==> src/rtl/dsp_pkg.sv <==
package dsp_pkg;
  localparam int TAG_W = 4;
  localparam int EVT_N = 7;

  localparam int EV_LONG   = 0;
  localparam int EV_SEQ_LR = 1;
  localparam int EV_SEQ_RL = 2;
  localparam int EV_PAR    = 3;
  localparam int EV_CTRUE  = 4;
  localparam int EV_CFALSE = 5;
  localparam int EV_SKIP   = 6;

  typedef enum logic [1:0] {
    FMT_PAR    = 2'b00,
    FMT_SEQ_LR = 2'b01,
    FMT_SEQ_RL = 2'b10,
    FMT_LONG   = 2'b11
  } fmt_t;

  typedef enum logic [TAG_W-1:0] {
    TAG_LONG       = 4'd0,
    TAG_LEFT_SEQ   = 4'd1,
    TAG_RIGHT_SEQ  = 4'd2,
    TAG_LEFT_PAR   = 4'd3,
    TAG_RIGHT_PAR  = 4'd4,
    TAG_LEFT_TEST  = 4'd5,
    TAG_RIGHT_EXEC = 4'd6,
    TAG_RIGHT_TEST = 4'd7,
    TAG_LEFT_EXEC  = 4'd8
  } tag_t;

  typedef enum logic [1:0] {
    K_LONG,
    K_SEQ,
    K_PAR_PLAIN,
    K_PAR_COND
  } kind_t;

  typedef enum logic [2:0] {
    ST_IDLE,
    ST_ISSUE1,
    ST_WAIT1,
    ST_ISSUE2,
    ST_WAIT2
  } state_t;
endpackage

==> src/rtl/dsp_decode.sv <==
module dsp_decode
  import dsp_pkg::*;
#(
  parameter int SHORT_W = 15,
  localparam int LONG_W = 2 * SHORT_W,
  localparam int WORD_W = LONG_W + 2
) (
  input  logic [WORD_W-1:0] word_i,
  input  logic              cond_left_i,
  input  logic              cond_right_i,
  output kind_t             kind_o,
  output tag_t              first_tag_o,
  output logic [LONG_W-1:0] first_pay_o,
  output tag_t              second_tag_o,
  output logic [LONG_W-1:0] second_pay_o
);
  localparam logic [SHORT_W-1:0] ZPAD = '0;

  fmt_t              fmt;
  logic [LONG_W-1:0] left_ext, right_ext;

  assign fmt       = fmt_t'(word_i[WORD_W-1 -: 2]);
  assign left_ext  = {ZPAD, word_i[LONG_W-1:SHORT_W]};
  assign right_ext = {ZPAD, word_i[SHORT_W-1:0]};

  always_comb begin
    kind_o       = K_PAR_PLAIN;
    first_tag_o  = TAG_LEFT_PAR;
    first_pay_o  = left_ext;
    second_tag_o = TAG_RIGHT_PAR;
    second_pay_o = right_ext;
    unique case (fmt)
      FMT_LONG: begin
        kind_o       = K_LONG;
        first_tag_o  = TAG_LONG;
        first_pay_o  = word_i[LONG_W-1:0];
        second_tag_o = TAG_LONG;
        second_pay_o = '0;
      end
      FMT_SEQ_RL: begin
        kind_o       = K_SEQ;
        first_tag_o  = TAG_RIGHT_SEQ;
        first_pay_o  = right_ext;
        second_tag_o = TAG_LEFT_SEQ;
        second_pay_o = left_ext;
      end
      FMT_SEQ_LR: begin
        kind_o       = K_SEQ;
        first_tag_o  = TAG_LEFT_SEQ;
        second_tag_o = TAG_RIGHT_SEQ;
      end
      FMT_PAR: begin
        // left test takes precedence when both slots claim to be tests
        if (cond_left_i) begin
          kind_o       = K_PAR_COND;
          first_tag_o  = TAG_LEFT_TEST;
          second_tag_o = TAG_RIGHT_EXEC;
        end else if (cond_right_i) begin
          kind_o       = K_PAR_COND;
          first_tag_o  = TAG_RIGHT_TEST;
          first_pay_o  = right_ext;
          second_tag_o = TAG_LEFT_EXEC;
          second_pay_o = left_ext;
        end
      end
      default: ;
    endcase
  end
endmodule

==> src/rtl/dsp_issue_fsm.sv <==
module dsp_issue_fsm
  import dsp_pkg::*;
#(
  parameter int WORD_W = 32
) (
  input  logic              clk_i,
  input  logic              rst_ni,
  input  logic              pkt_valid_i,
  input  logic [WORD_W-1:0] pkt_word_i,
  input  logic              cond_left_i,
  input  logic              cond_right_i,
  output logic              pkt_ready_o,
  output logic [WORD_W-1:0] word_o,
  output logic              cond_left_o,
  output logic              cond_right_o,
  input  kind_t             kind_i,
  output logic              slot_valid_o,
  output logic              second_sel_o,
  input  logic              slot_ready_i,
  input  logic              res_valid_i,
  input  logic              res_pc_chg_i,
  input  logic              res_exc_i,
  input  logic              res_cond_i,
  output logic              pkt_done_o,
  output logic [EVT_N-1:0]  evt_o
);
  state_t            state_q, state_d;
  logic [WORD_W-1:0] word_q;
  logic              cl_q, cr_q;
  logic              done_d;
  logic [EVT_N-1:0]  evt_d;
  logic              accept, go_second;

  assign accept       = pkt_valid_i && pkt_ready_o;
  assign pkt_ready_o  = (state_q == ST_IDLE);
  assign slot_valid_o = (state_q == ST_ISSUE1) || (state_q == ST_ISSUE2);
  assign second_sel_o = (state_q == ST_ISSUE2);
  assign word_o       = word_q;
  assign cond_left_o  = cl_q;
  assign cond_right_o = cr_q;

  always_comb begin
    unique case (kind_i)
      K_SEQ:       go_second = !res_pc_chg_i && !res_exc_i;
      K_PAR_COND:  go_second = res_cond_i;
      K_PAR_PLAIN: go_second = !res_exc_i;
      default:     go_second = 1'b0;
    endcase
  end

  always_comb begin
    state_d = state_q;
    done_d  = 1'b0;
    evt_d   = '0;
    unique case (state_q)
      ST_IDLE: if (pkt_valid_i) begin
        state_d = ST_ISSUE1;
        unique case (fmt_t'(pkt_word_i[WORD_W-1 -: 2]))
          FMT_LONG:   evt_d[EV_LONG]   = 1'b1;
          FMT_SEQ_LR: evt_d[EV_SEQ_LR] = 1'b1;
          FMT_SEQ_RL: evt_d[EV_SEQ_RL] = 1'b1;
          default:    evt_d[EV_PAR]    = 1'b1;
        endcase
      end
      ST_ISSUE1: if (slot_ready_i) state_d = ST_WAIT1;
      ST_WAIT1: if (res_valid_i) begin
        if (kind_i == K_PAR_COND) begin
          evt_d[EV_CTRUE]  = res_cond_i;
          evt_d[EV_CFALSE] = !res_cond_i;
        end
        if (kind_i == K_SEQ) evt_d[EV_SKIP] = res_pc_chg_i && !res_exc_i;
        if (go_second) state_d = ST_ISSUE2;
        else begin
          state_d = ST_IDLE;
          done_d  = 1'b1;
        end
      end
      ST_ISSUE2: if (slot_ready_i) state_d = ST_WAIT2;
      ST_WAIT2: if (res_valid_i) begin
        state_d = ST_IDLE;
        done_d  = 1'b1;
      end
      default: state_d = ST_IDLE;
    endcase
  end

  always_ff @(posedge clk_i or negedge rst_ni) begin
    if (!rst_ni) begin
      state_q    <= ST_IDLE;
      word_q     <= '0;
      cl_q       <= 1'b0;
      cr_q       <= 1'b0;
      pkt_done_o <= 1'b0;
      evt_o      <= '0;
    end else begin
      state_q    <= state_d;
      pkt_done_o <= done_d;
      evt_o      <= evt_d;
      if (accept) begin
        word_q <= pkt_word_i;
        cl_q   <= cond_left_i;
        cr_q   <= cond_right_i;
      end
    end
  end

  p_no_accept_busy_r8: assert property (@(posedge clk_i) disable iff (!rst_ni)
    (pkt_valid_i && pkt_ready_o) |=> !pkt_ready_o);

  p_done_to_idle_r9: assert property (@(posedge clk_i) disable iff (!rst_ni)
    pkt_done_o |-> pkt_ready_o && !slot_valid_o);

  p_cond_excl_r5: assert property (@(posedge clk_i) disable iff (!rst_ni)
    !(evt_o[EV_CTRUE] && evt_o[EV_CFALSE]));

  p_skip_cause_r4: assert property (@(posedge clk_i) disable iff (!rst_ni)
    evt_o[EV_SKIP] |-> $past(res_valid_i && res_pc_chg_i && !res_exc_i) && pkt_done_o);

  p_seq_gate_r4: assert property (@(posedge clk_i) disable iff (!rst_ni)
    (state_q == ST_ISSUE2 && $past(state_q) == ST_WAIT1 && kind_i == K_SEQ)
      |-> !$past(res_pc_chg_i) && !$past(res_exc_i));

  p_cond_gate_r6: assert property (@(posedge clk_i) disable iff (!rst_ni)
    (state_q == ST_ISSUE2 && $past(state_q) == ST_WAIT1 && kind_i == K_PAR_COND)
      |-> $past(res_cond_i));

  p_fmt_evt_once_r9: assert property (@(posedge clk_i) disable iff (!rst_ni)
    $countones(evt_o[EV_PAR:EV_LONG]) <= 1);
endmodule

==> src/rtl/dsp_dispatch.sv <==
module dsp_dispatch
  import dsp_pkg::*;
#(
  parameter int SHORT_W = 15,
  localparam int LONG_W = 2 * SHORT_W,
  localparam int WORD_W = LONG_W + 2
) (
  input  logic              clk_i,
  input  logic              rst_ni,
  input  logic              pkt_valid_i,
  output logic              pkt_ready_o,
  input  logic [WORD_W-1:0] pkt_word_i,
  input  logic              cond_left_i,
  input  logic              cond_right_i,
  output logic              slot_valid_o,
  input  logic              slot_ready_i,
  output logic [TAG_W-1:0]  slot_tag_o,
  output logic [LONG_W-1:0] slot_payload_o,
  input  logic              res_valid_i,
  input  logic              res_pc_chg_i,
  input  logic              res_exc_i,
  input  logic              res_cond_i,
  output logic              pkt_done_o,
  output logic [EVT_N-1:0]  evt_o
);
  logic [WORD_W-1:0] word_q;
  logic              cl_q, cr_q, second_sel;
  kind_t             kind;
  tag_t              t1, t2;
  logic [LONG_W-1:0] p1, p2;

  dsp_issue_fsm #(.WORD_W(WORD_W)) u_fsm (
    .clk_i        (clk_i),
    .rst_ni       (rst_ni),
    .pkt_valid_i  (pkt_valid_i),
    .pkt_word_i   (pkt_word_i),
    .cond_left_i  (cond_left_i),
    .cond_right_i (cond_right_i),
    .pkt_ready_o  (pkt_ready_o),
    .word_o       (word_q),
    .cond_left_o  (cl_q),
    .cond_right_o (cr_q),
    .kind_i       (kind),
    .slot_valid_o (slot_valid_o),
    .second_sel_o (second_sel),
    .slot_ready_i (slot_ready_i),
    .res_valid_i  (res_valid_i),
    .res_pc_chg_i (res_pc_chg_i),
    .res_exc_i    (res_exc_i),
    .res_cond_i   (res_cond_i),
    .pkt_done_o   (pkt_done_o),
    .evt_o        (evt_o)
  );

  dsp_decode #(.SHORT_W(SHORT_W)) u_dec (
    .word_i       (word_q),
    .cond_left_i  (cl_q),
    .cond_right_i (cr_q),
    .kind_o       (kind),
    .first_tag_o  (t1),
    .first_pay_o  (p1),
    .second_tag_o (t2),
    .second_pay_o (p2)
  );

  assign slot_tag_o     = second_sel ? t2 : t1;
  assign slot_payload_o = second_sel ? p2 : p1;

  p_slot_hold_r8: assert property (@(posedge clk_i) disable iff (!rst_ni)
    (slot_valid_o && !slot_ready_i) |=>
      slot_valid_o && $stable(slot_tag_o) && $stable(slot_payload_o));

  p_long_single_r1: assert property (@(posedge clk_i) disable iff (!rst_ni)
    (slot_valid_o && slot_tag_o == TAG_LONG) |-> !second_sel);
endmodule

==> config.mk <==
export PLATFORM = sky130hd
export DESIGN_NAME = dsp_dispatch
export DESIGN_NICKNAME = d
export VERILOG_FILES = /design/src/rtl/dsp_pkg.sv /design/src/rtl/dsp_decode.sv /design/src/rtl/dsp_issue_fsm.sv /design/src/rtl/dsp_dispatch.sv
export SDC_FILE = /design/constraint.sdc
export NUM_CORES = 1
export LEC_CHECK = 0
export ABC_AREA = 1
export BUFFER_PORTS_ARGS = -buffer_cell sky130_fd_sc_hd__buf_4
export CORE_MARGIN = 2
export CORE_UTILIZATION = 54
export DETAILED_ROUTE_END_ITERATION = 7
export PLACE_DENSITY = 0.82
export SYNTH_ARGS = -nofsm -noshare
export SYNTH_HDL_FRONTEND = slang
export SYNTH_HIERARCHICAL = 1
export SYNTH_SLANG_ARGS = --single-unit
==> constraint.sdc <==
create_clock -name clk_i -period 1.95 [get_ports clk_i]
set_input_delay 0.4875 -clock clk_i [delete_from_list [all_inputs] [get_ports clk_i]]
set_output_delay 0.4875 -clock clk_i [all_outputs]
set_load 0.01 [all_outputs]
# Word level (Yosys, flattened, before mapping)
# Index checks and enable logic that the tools add are counted.
[totals]
reg_bits = 45
output_inout_bits = 44
[classes]
n_reduce_logical = 12
mux = 39
n_eq_ne = 18
[op_table]
columns = ["cell", "count"]
rows = [
  ["$pmux W30 S3", 2],
  ["$mux W30", 3],
  ["$pmux W4 S4", 2],
  ["$mux W15", 2],
  ["$mux W3", 8],
  ["$mux W4", 6],
  ["$pmux W3 S5", 1],
  ["$eq A2 B2 Y1 const B", 6],
  ["$ne A2 B2 Y1 const B", 5],
  ["$mux W1", 9],
  ["$eq A2 B1 Y1 const B", 3],
  ["$eq A3 B2 Y1 const B", 2],
  ["$mux W2", 3],
  ["$pmux W2 S3", 1],
  ["$reduce_and A5 Y1", 1],
  ["$eq A3 B1 Y1 const B", 1],
  ["$eq A3 B3 Y1 const B", 1],
  ["$logic_and A1 B1 Y1", 3],
  ["$logic_not A1 Y1", 3],
  ["$logic_not A3 Y1", 1],
  ["$pmux W1 S3", 1],
  ["$reduce_or A3 Y1", 1],
  ["$logic_not A2 Y1", 1],
  ["$pmux W1 S2", 1],
  ["2 further kinds", 2],
]

# Depth between registers and ports, before layout
# Gate-level depths: netlist of the first run.
[logic_depth]
word_depth = 8
depth_mapped = 14
ltp_nobuf = 14

# Modules after synthesis
# The synthesis of the first run kept the hierarchy.
[by_module_without_submodules]
columns = ["mod", "area_per_inst_um2", "instances", "cells_per_inst"]
rows = [
  ["dsp_issue_fsm", 1834.3, 1, 210],
  ["dsp_decode", 1109.8, 1, 242],
  ["dsp_dispatch", 494.2, 1, 110],
]

# Least setup slack after synthesis of the first run
# OpenSTA, ideal clock, no wires.
[synth_path]
path_kind = "register -> output"
from = "reg u_fsm.word_q[30], in the netlist u_fsm/word_o[30]"
to = "out slot_payload_o[0]"
stages_incl_launch_ff = 10
t_required_ns = 1.462
path_buffers = 1
slack_ns = 0.043
t_arrival_ns = 1.419
cell_sequence = "dfrtp_1 -> inv_1 -> ha_1 -> nand2_1 -> nand3b_4 -> buf_6 -> nand2_1 -> nand2_1 -> nand2_2 -> nand2_1"
[synth_via]
elab_chain_len = 3
word_cells_on_any_way = 6
cone_classes = "eq/ne: 2; mux: 3; reduce/logical: 1"
[synth_lines]
columns = ["element", "line_no", "text"]
rows = [
  ["start: declaration", "dsp_issue_fsm.sv:28", "logic [WORD_W-1:0] word_q;"],
  ["start signal: assignment", "dsp_issue_fsm.sv:100", "word_q <= pkt_word_i;"],
  ["$eq A2 B2 Y1 / $logic_not A2 Y1 (equally long branches)", "dsp_decode.sv:32", "unique case (fmt)"],
  ["$pmux W30 S3 *", "dsp_decode.sv:32", ""],
  ["net p1[0]", "dsp_dispatch.sv:30", "logic [LONG_W-1:0] p1, p2;"],
  ["$mux W30 *", "dsp_dispatch.sv:67", "assign slot_payload_o = second_sel ? p2 : p1;"],
  ["end: declaration", "dsp_dispatch.sv:18", "output logic [LONG_W-1:0] slot_payload_o,"],
]
# The timed path passes the listed nets; every way through them passes the cells marked *.

# Final worst setup path of the first run
[layout_path]
from = "reg u_fsm.word_q[30], in the netlist u_fsm/word_o[30]"
to = "out slot_payload_o[10]"
# The elaborated chain is that of the path after synthesis.

==> flow_summary_export.csv, run 1 <==
group,metric,value,unit
run_status,status,"complete, but fails checks",
run_status,violations,"negative setup slack",
sta,drv_slew,0,
cts,cts_tree,"done",
yosys,ys_seq_elements,45,
cells_and_area,nFillCells,421,
floorplan,start_util,0.551,
cells_and_area,nNetsFinal,717,
yosys,yosysUniqueCellTypes,24,
drt,ant_nets,0,
cts,htreeDepth,2,
yosys,synth_top_area_frac,0.355,
worst_setup_path,rrSetupSlack,0.17,ns
drt,wl_per_cell,14.8,um
drt,drt_first_pass_iters,7,
worst_setup_path,crit_path_end_kind,"primary output",
yosys,syn_area,3440,um^2
sta,finalSetupTns,-8.66,ns
grt,grt_max_degree,46,
yosys,yosysSeqAreaShare,0.328,
yosys,synthTopCellsByArea,"nand2_1 35%, dfrtp_1 33%, inv_1 7.5%",
pwr,ir_drop,0.00107,V
worst_setup_path,path_class,"flop to primary output",
yosys,avgSynthCellArea,6.12,um^2
cts,clock-root-buffer,"clkbuf_8",
hold_path,min_path_type,"input port to asynchronous set/reset pin",
cells_and_area,fin_area,4890,um^2
cts,path_clk_slew,0.09,ns
worst_setup_path,crit_required,1.46,ns
yosys,synth_adder_area_share,0.0255,
placed_design,gp_congestion,0.855,
cts,cts_buffers,5,
cells_and_area,final_core_util,0.783,
grt,grt.total_usage,0.279,
sta,worst_pin_slew,0.581,ns
yosys,synth_top_family_by_area,"simple AND/OR/NAND/NOR gates",
worst_setup_path,cp.arrival,1.93,ns
drt,drt_iter0_markers,422,
sta,fmax,413,MHz
cells_and_area,synthToLayoutAreaGrowth,42.1,%
sta,setup_viol,34,
cells_and_area,drive_above_1_share,0.341,
floorplan,die_x,83.8,um
floorplan,die_area,7020,um^2
pwr,power_leakage,0.00299,uW
sta,final-hold-violation-count,0,
drt,post-route-drc-count,0,
yosys,synth_mux_area_frac,0,
yosys,syn-instance-count,562,
worst_setup_path,r2r_end,"u_fsm/state_q[1]",
worst_setup_path,startpoint_type,"flop",
cts,cts-hold-fix-buffers,0,
floorplan,ios,86,
sta,slew_headroom,0.613,
grt,grt_pass1_wl,16.0,mm
placed_design,dp_slack,-0.114,ns
grt,grt_antenna_before_repair,0,
sta,fin_crit,2.42,ns
placed_design,io_buffers,85,
grt,gr-total-overflow,0,
yosys,synth-warning-count,6,
grt,grt_pass1_vias,3492,
cts,clockBufferDepth,2,
placed_design,dpl_cell_area,4110,um^2
sta,fin_ws,-0.471,ns
worst_setup_path,worstRegToRegCells,15,
floorplan,rows,29,
flow_run,max_cap_violations,0,
floorplan,die_y,83.8,um
cells_and_area,final_cell_mix,"280 x nand2_1, 81 x buf_4, 51 x inv_1",
worst_setup_path,r2r_start,"u_fsm/word_o[30]",
drt,finalWirelength,11.1,mm
pwr,power,9090,uW
cells_and_area,n_antenna_cell,0,
sta,fin_crit_sh,1.24,
floorplan,core_area,6240,um^2
placed_design,hpwlAfterDp,6.14,mm
drt,viasPerCell,5.18,
sta,clock_skew,0.00488,ns
yosys,synth_top_area_cell,"nand2_1",
pwr,power_density,1860,nW/um^2
worst_setup_path,critical_path.max_fanout,9,
yosys,synth_compound_area_frac,0.00873,
cts,worstSkewPairLatency,0.30,ns
yosys,synth_xor_area_frac,0,
yosys,yosys.area_share.simple,0.460,
cells_and_area,final_common_cell,"nand2_1",
cts,cts_sinks,45,
sta,rsz0062_at_grt,"yes",
drt,vias,3867,
metal layers:
metal	wire length, um	track usage	up-vias
met5	0	0	-
li1	-	-	1801
met4	600	0.109	0
met2	5350	0.485	268
met3	979	0.0425	69
met1	4120	0.348	1729
state kept, by name (all words and copies together) (netlist names):
register            cells
u_fsm/evt_o             7
u_fsm/pkt_done_o        1
u_fsm/word_o           32
u_fsm/cond_left_o       1
u_fsm/cond_right_o      1
u_fsm/state_q           3
where the power goes:
group          internal (uW)  switching [uW]
sequential              1320             472
clock                    509             340
combinational           2900            3560
total                   4720            4370
synthesized netlist by cell type (all sizes together):
library cell and count:
a21oi 4, buf 39, conb 1, dfrtp 45, ha 7, inv 71
nand2 337, nand3 9, nand3b 1, nor2 44, nor3 2, o21ai 2
stage by stage:
step,hold WS [ns],std cells
2_1_floorplan,0.192,577
3_3_place_gp,0.479,722
3_5_place_dp,0.484,722
4_1_cts,0.204,738
5_1_grt,0.216,746
6_report,0.182,746
cell families after synthesis:
| group | count (synthesis) |
|---|---|
| compound gates | 6 |
| fa+ha+maj | 7 |
| buf+inv | 110 |
| flops | 45 |
| other cells | 1 |
| simple gates | 393 |
worst max-delay path: stages, from the launching register on:
cell	delay, ns
dfrtp_1	0.42
inv_2	0.12
ha_4	0.22
nand2_4	0.09
nand3b_4	0.16
buf_12	0.15
nand2_1	0.08
nand2_1	0.08
nand2_1	0.06
nand2_1	0.13
buf_6	0.13
repair_timing:
action / in CTS / in global routing
gates cloned: 4 / 2
setup endpoints to repair: 34 / 36
pin swaps: 6 / 23
setup buffers: 4 / 8
resized for setup: 76 / 66
layout make-up:
class,instances,area (um^2),share of cell area
clock inverters,3,65.1,0.0133
clock buffers,5,68.8,0.0141
inverters,71,300,0.0614
flip-flops and latches,45,1130,0.230
repair inverters,1,16.3,0.00333
well taps,77,96.3,0.0197
repair buffers,122,1190,0.244
multi-input cells,422,2020,0.414
worst max-delay path by stage:
stage	startpoint	endpoint	slack [ns]	cells after the start
2_1_floorplan	u_fsm/word_o[30]	slot_payload_o[0]	0.04	9
3_3_place_gp	u_fsm/word_o[30]	slot_payload_o[0]	0.009	10
3_5_place_dp	u_fsm/word_o[30]	slot_payload_o[0]	-0.11	10
4_1_cts	u_fsm/word_o[30]	slot_payload_o[0]	-0.34	10
5_1_grt	u_fsm/word_o[30]	slot_payload_o[8]	-0.47	10
6_report	u_fsm/word_o[30]	slot_payload_o[10]	-0.47	10
Power figures use the tool's default switching activity.
==> run 2: changes to the inputs <==
--- a/config.mk
+++ b/config.mk
@@ -8,10 +8,9 @@
 export ABC_AREA = 1
 export BUFFER_PORTS_ARGS = -buffer_cell sky130_fd_sc_hd__buf_4
 export CORE_MARGIN = 2
-export CORE_UTILIZATION = 54
+export CORE_UTILIZATION = 51
 export DETAILED_ROUTE_END_ITERATION = 7
-export PLACE_DENSITY = 0.82
+export PLACE_DENSITY = 0.81
 export SYNTH_ARGS = -nofsm -noshare
 export SYNTH_HDL_FRONTEND = slang
-export SYNTH_HIERARCHICAL = 1
 export SYNTH_SLANG_ARGS = --single-unit
==> flow_summary_export.csv, run 2 <==
group,metric,value,unit
run_status,status,"complete, but fails checks",
run_status,violations,"negative setup slack",
cts,clockBufferDepth,2,
worst_setup_path,worstRegToRegCells,13,
placed_design,hpwlAfterDp,5.37,mm
worst_setup_path,r2r_end,"u_fsm.state_q[1]",
yosys,yosysMostFrequentCell,"nand2_1",
floorplan,die_area,5970,um^2
cts,htreeDepth,2,
cts,worstSkewPairLatency,0.32,ns
worst_setup_path,path_delay_family,"buffers and inverters",
drt,wl_per_cell,17.7,um
sta,final-hold-violation-count,0,
sta,whs,0.161,ns
worst_setup_path,crit_path_end_kind,"primary output",
cells_and_area,fin_area,4250,um^2
floorplan,ios,86,
placed_design,gp_congestion,0.919,
drt,vias,3212,
worst_setup_path,cp.arrival,2.16,ns
grt,gr-total-overflow,0,
yosys,synth_top_family_by_area,"simple AND/OR/NAND/NOR gates",
pwr,power_leakage,0.00219,uW
yosys,synth-main-ff-cell,"dfrtp_1",
drt,ant_nets,0,
grt,grt_pass1_wl,13.6,mm
grt,grt_pass1_vias,2840,
cells_and_area,final_cell_mix,"116 x buf_4, 83 x nand2_1, 45 x dfrtp_1",
sta,fin_ws,-0.698,ns
drt,drt_first_pass_iters,6,
yosys,ys_seq_elements,45,
sta,drv_slew,0,
cts,cts_sinks,45,
pwr,ir_drop,0.00110,V
flow_run,max_cap_violations,0,
cells_and_area,drive_above_1_share,0.455,
drt,finalWirelength,9.88,mm
worst_setup_path,path_class,"flop to primary output",
sta,setup_viol,34,
cts,cts_buffers,5,
yosys,async_reset_ff_frac,1.00,
sta,finalSetupTns,-13.66,ns
sta,worst_pin_slew,0.572,ns
cells_and_area,final_common_cell,"buf_4",
yosys,yosys.area_share.simple,0.245,
floorplan,die_x,77.3,um
hold_path,min_path_type,"input port to asynchronous set/reset pin",
drt,drt_iter0_markers,505,
worst_setup_path,path_buf_inv,5,
yosys,syn_nets,400,
drt,post-route-drc-count,0,
yosys,avgSynthCellArea,7.76,um^2
yosys,synth-edff-count,0,
grt,grt_max_degree,46,
worst_setup_path,r2r_start,"u_fsm.word_o[30]",
yosys,synth_xor_area_frac,0,
cts,cts-hold-fix-buffers,0,
cts,cts_tree,"done",
floorplan,rows,26,
grt,grt.total_usage,0.288,
drt,viasPerCell,5.76,
yosys,synth_compound_area_frac,0.214,
yosys,synth_top_area_cell,"dfrtp_1",
cts,clock-root-buffer,"clkbuf_8",
yosys,synthTopCellsByArea,"dfrtp_1 41%, nand2_1 11%, o21ai_0 6.4%",
yosys,yosysUniqueCellTypes,30,
yosys,synth_adder_area_share,0.0228,
yosys,syn_area,2740,um^2
cells_and_area,nNetsFinal,534,
worst_setup_path,crit_required,1.46,ns
sta,fmax,378,MHz
cells_and_area,largest_register_ffs,32,
pwr,power_density,1970,nW/um^2
worst_setup_path,max_stage_delay,0.42,ns
floorplan,start_util,0.533,
yosys,yosysSeqAreaShare,0.411,
yosys,synthTopCellsByCount,"83 x nand2_1, 45 x dfrtp_1, 44 x inv_1",
worst_setup_path,critical_path.max_fanout,8,
worst_setup_path,cp_slowest_cell,"dfrtp_1",
worst_setup_path,startpoint_type,"flop",
cells_and_area,n_antenna_cell,0,
cts,path_clk_slew,0.09,ns
cells_and_area,final_core_util,0.827,
worst_setup_path,cp_cell_sequence,"inv_2 -> ha_4 -> inv_4 -> nor2_4 -> nand2_4 -> buf_4 -> nand3b_4 -> nand3_1 -> o211ai_2 -> o21ai_2 -> inv_1 -> buf_6",
grt,grt_antenna_before_repair,0,
floorplan,core_area,5140,um^2
sta,fin_crit,2.65,ns
placed_design,io_buffers,85,
cells_and_area,synthToLayoutAreaGrowth,55.1,%
worst_setup_path,cp.depth,12,
yosys,synth_top_area_frac,0.411,
sta,slew_headroom,0.616,
sta,clock_skew,0.00884,ns
yosys,synth_mux_area_frac,0,
floorplan,die_y,77.3,um
worst_setup_path,crit_start,"u_fsm.word_o[30]",
yosys,syn-instance-count,353,
worst_setup_path,rrSetupSlack,0.10,ns
yosys,synth-warning-count,0,
sta,fin_crit_sh,1.36,
placed_design,dpl_cell_area,3630,um^2
sta,rsz0062_at_grt,"yes",
-- run 2: changes by cell type in the layout (fill, tap and decap cells not counted), sizes merged, moves of 15 or more --
cell | previous run | this run
o21ai | 2 | 69
buf | 121 | 139
conb | 16 | 0
inv | 69 | 52
o211ai | 0 | 15
nand2 | 337 | 89
-- run 2: repair_timing --
item,CTS,global route
endpoints found under the setup margin,34,37
cloned,3,1
pin swaps,6,11
resized for setup,36,51
buffers inserted,12,12
endpoints found under the hold margin,0,0
-- run 2: logic make-up after synthesis --
family                     after synthesis
buffers and inverters                   66
DFF                                     45
and+or+nand+nor                        148
AOI/OAI and AO/OA                       89
adders and majority gates                5
-- run 2: metal layers --
layer	vias to the layer above	global-route usage	share of wire	wire length, um
met2	255	0.470	0.48	4740
met4	0	0.121	0.050	492
met1	1483	0.371	0.38	3730
li1	1413	-	-	-
met5	-	0	0	0
met3	61	0.0588	0.092	912
-- run 2: power by group --
group / switching (uW) / internal (uW)
sequential: 326 / 1320
clock: 368 / 271
combinational: 3410 / 2680
-- run 2: cell type report --
class,count,area [um^2]
clock buffer,5,68.8
clock inverter,3,28.8
fill,305,891
inverter,50,198
multi-input combinational,245,1570
sequential,45,1130
tap,70,87.6
timing repair buffer,140,1170
-- run 2: worst max path at each step --
stage | end
after floorplan | slot_payload_o[8]
after CTS | slot_payload_o[14]
after global routing | slot_payload_o[14]
after detailed placement | slot_payload_o[11]
after global placement | slot_payload_o[2]
final | slot_payload_o[14]
-- run 2: stage by stage --
| stage | instances | total power [uW] | worst slack (ns) |
|---|---|---|---|
| after global routing | 558 | 8850 | -0.808 |
| after CTS | 546 | 7310 | -0.455 |
| after detailed placement | 523 | 6160 | -0.162 |
| after floorplan | 353 | 4370 | 0.00601 |
| final | 558 | 8370 | -0.698 |
| after global placement | 523 | 6010 | -0.0806 |
==> run 3: changes to the inputs <==
--- a/config.mk
+++ b/config.mk
@@ -6,7 +6,7 @@
 export NUM_CORES = 1
 export LEC_CHECK = 0
 export ABC_AREA = 1
-export BUFFER_PORTS_ARGS = -buffer_cell sky130_fd_sc_hd__buf_4
+export BUFFER_PORTS_ARGS = -buffer_cell sky130_fd_sc_hd__buf_2
 export CORE_MARGIN = 2
 export CORE_UTILIZATION = 51
 export DETAILED_ROUTE_END_ITERATION = 7
==> flow_summary_export.csv, run 3 (synthesized netlist as in run 2, its figures left out) <==
group,metric,value,unit
run_status,status,"complete, but fails checks",
run_status,violations,"negative setup slack",
drt,wl_per_cell,15.6,um
floorplan,core_area,5140,um^2
floorplan,die_y,77.3,um
cells_and_area,nFillCells,371,
cts,worstSkewPairLatency,0.31,ns
drt,drt_first_pass_iters,6,
sta,fin_crit,2.62,ns
floorplan,die_x,77.3,um
cells_and_area,synthToLayoutAreaGrowth,39.6,%
sta,slew_headroom,0.655,
sta,worst_pin_slew,0.518,ns
drt,ant_nets,0,
drt,viasPerCell,5.58,
flow_run,max_cap_violations,0,
cells_and_area,final_cell_mix,"84 x buf_2, 83 x nand2_1, 45 x dfrtp_1",
floorplan,rows,26,
cts,path_clk_slew,0.10,ns
drt,vias,3022,
worst_setup_path,max_stage_delay,0.40,ns
grt,grt.total_usage,0.270,
sta,whs,0.136,ns
worst_setup_path,path_buf_inv,5,
sta,finalSetupTns,-10.51,ns
sta,drv_slew,0,
grt,grt_pass1_wl,12.9,mm
pwr,power_density,1940,nW/um^2
worst_setup_path,crit_required,1.46,ns
sta,fin_crit_sh,1.34,
floorplan,ios,86,
drt,finalWirelength,8.45,mm
cts,htreeDepth,2,
cells_and_area,largest_register_ffs,32,
worst_setup_path,path_class,"flop to primary output",
cts,clock-root-buffer,"clkbuf_8",
pwr,ir_drop,0.000952,V
cts,cts_buffers,5,
placed_design,gp_congestion,0.913,
floorplan,start_util,0.533,
worst_setup_path,startpoint_type,"flop",
worst_setup_path,critPathMostFrequentCell,"nand2_4",
cells_and_area,final_common_cell,"buf_2",
cts,cts_tree,"done",
sta,fin_ws,-0.667,ns
grt,grt_pass1_vias,2748,
cts,cts-hold-fix-buffers,0,
worst_setup_path,cp_cell_sequence,"inv_2 -> ha_4 -> inv_4 -> nor2_4 -> nand2_4 -> nand2_4 -> nand2_4 -> buf_12 -> o21ai_2 -> o21ai_1 -> inv_1 -> buf_2",
hold_path,min_path_type,"input port to asynchronous set/reset pin",
drt,post-route-drc-count,0,
cells_and_area,nNetsFinal,518,
grt,gr-total-overflow,0,
pwr,power_leakage,0.00206,uW
cts,cts_sinks,45,
sta,setup_viol,28,
sta,rsz0062_at_grt,"yes",
floorplan,die_area,5970,um^2
worst_setup_path,crit_path_end_kind,"primary output",
grt,grt_antenna_before_repair,0,
cts,clockBufferDepth,2,
drt,drt_iter0_markers,365,
worst_setup_path,critical_path.max_fanout,6,
sta,clock_skew,0.00934,ns
worst_setup_path,cp.arrival,2.13,ns
sta,final-hold-violation-count,0,
placed_design,hpwlAfterDp,5.19,mm
cells_and_area,n_antenna_cell,0,
worst_setup_path,path_delay_family,"buffers and inverters",
cells_and_area,drive_above_1_share,0.419,
sta,fmax,382,MHz
placed_design,io_buffers,85,
worst_setup_path,cp_slowest_cell,"dfrtp_1",
grt,grt_max_degree,27,
-- run 3: changes by cell type in the layout (fill, tap and decap cells not counted), moves of 4 or more --
cell,previous run,this run
buf_4,116,24
buf_2,0,84
buf_6,21,12
nor2_1,15,24
nor2_4,13,6
nand3_1,18,14
nand3_2,2,6
o21ai_1,29,33
-- run 3: metal layers --
| metal | vias up | GRT usage | share of wire | routed length [um] |
|---|---|---|---|---|
| met5 | - | 0 | 0 | 0 |
| met4 | 0 | 0.123 | 0.034 | 288 |
| met3 | 42 | 0.0506 | 0.084 | 709 |
| met2 | 183 | 0.421 | 0.46 | 3910 |
| met1 | 1402 | 0.364 | 0.42 | 3540 |
| li1 | 1395 | - | - | - |
-- run 3: stage by stage --
step | util | total power (uW) | instance area, um^2 | instances | setup WS (ns)
finish | 0.744 | 7430 | 3820 | 542 | -0.667
CTS | 0.716 | 6820 | 3680 | 534 | -0.437
floorplan | - | 4370 | 2750 | 353 | 0.00601
detailed placement | 0.664 | 5800 | 3410 | 519 | -0.120
global placement | 0.664 | 5660 | 3410 | 519 | -0.0810
global route | 0.744 | 7960 | 3820 | 542 | -0.693
-- run 3: worst paths after layout --
kind | slack [ns] | endpoint | start | cells after the start
max | -0.67 | slot_payload_o[8] | u_fsm.word_o[31] | 12
min | 0.14 | u_fsm.word_o[19] | rst_ni | 1
max reg2reg | 0.14 | u_fsm.pkt_done_o | u_fsm.word_o[30] | 9
min reg2reg | 0.52 | u_fsm.word_o[10] | u_fsm.word_o[10] | 2
max in group asynchronous | 1.32 | u_fsm.evt_o[2] | rst_ni | 2
min in group clk_i | 0.35 | u_fsm.evt_o[5] | res_cond_i | 2
-- run 3: repair_timing --
action                     4_1_cts  5_1_grt
gates cloned                     3        0
gates resized for setup         34       23
buffers inserted                 4        8
setup endpoints to repair       34       36
pin swaps                        5        4
-- run 3: final cells by class --
type	count	area, um^2	area share
repair buffers	124	816	0.213
clock inverters	3	26.3	0.00687
well taps	70	87.6	0.0229
flip-flops and latches	45	1130	0.295
inverters	50	198	0.0517
multi-input cells	245	1500	0.393
clock buffers	5	68.8	0.0180
-- run 3: power by group --
part	internal (uW)	switching [uW]
Clock	266	355
Sequential	1320	309
Combinational	2150	3040
Total	3730	3700
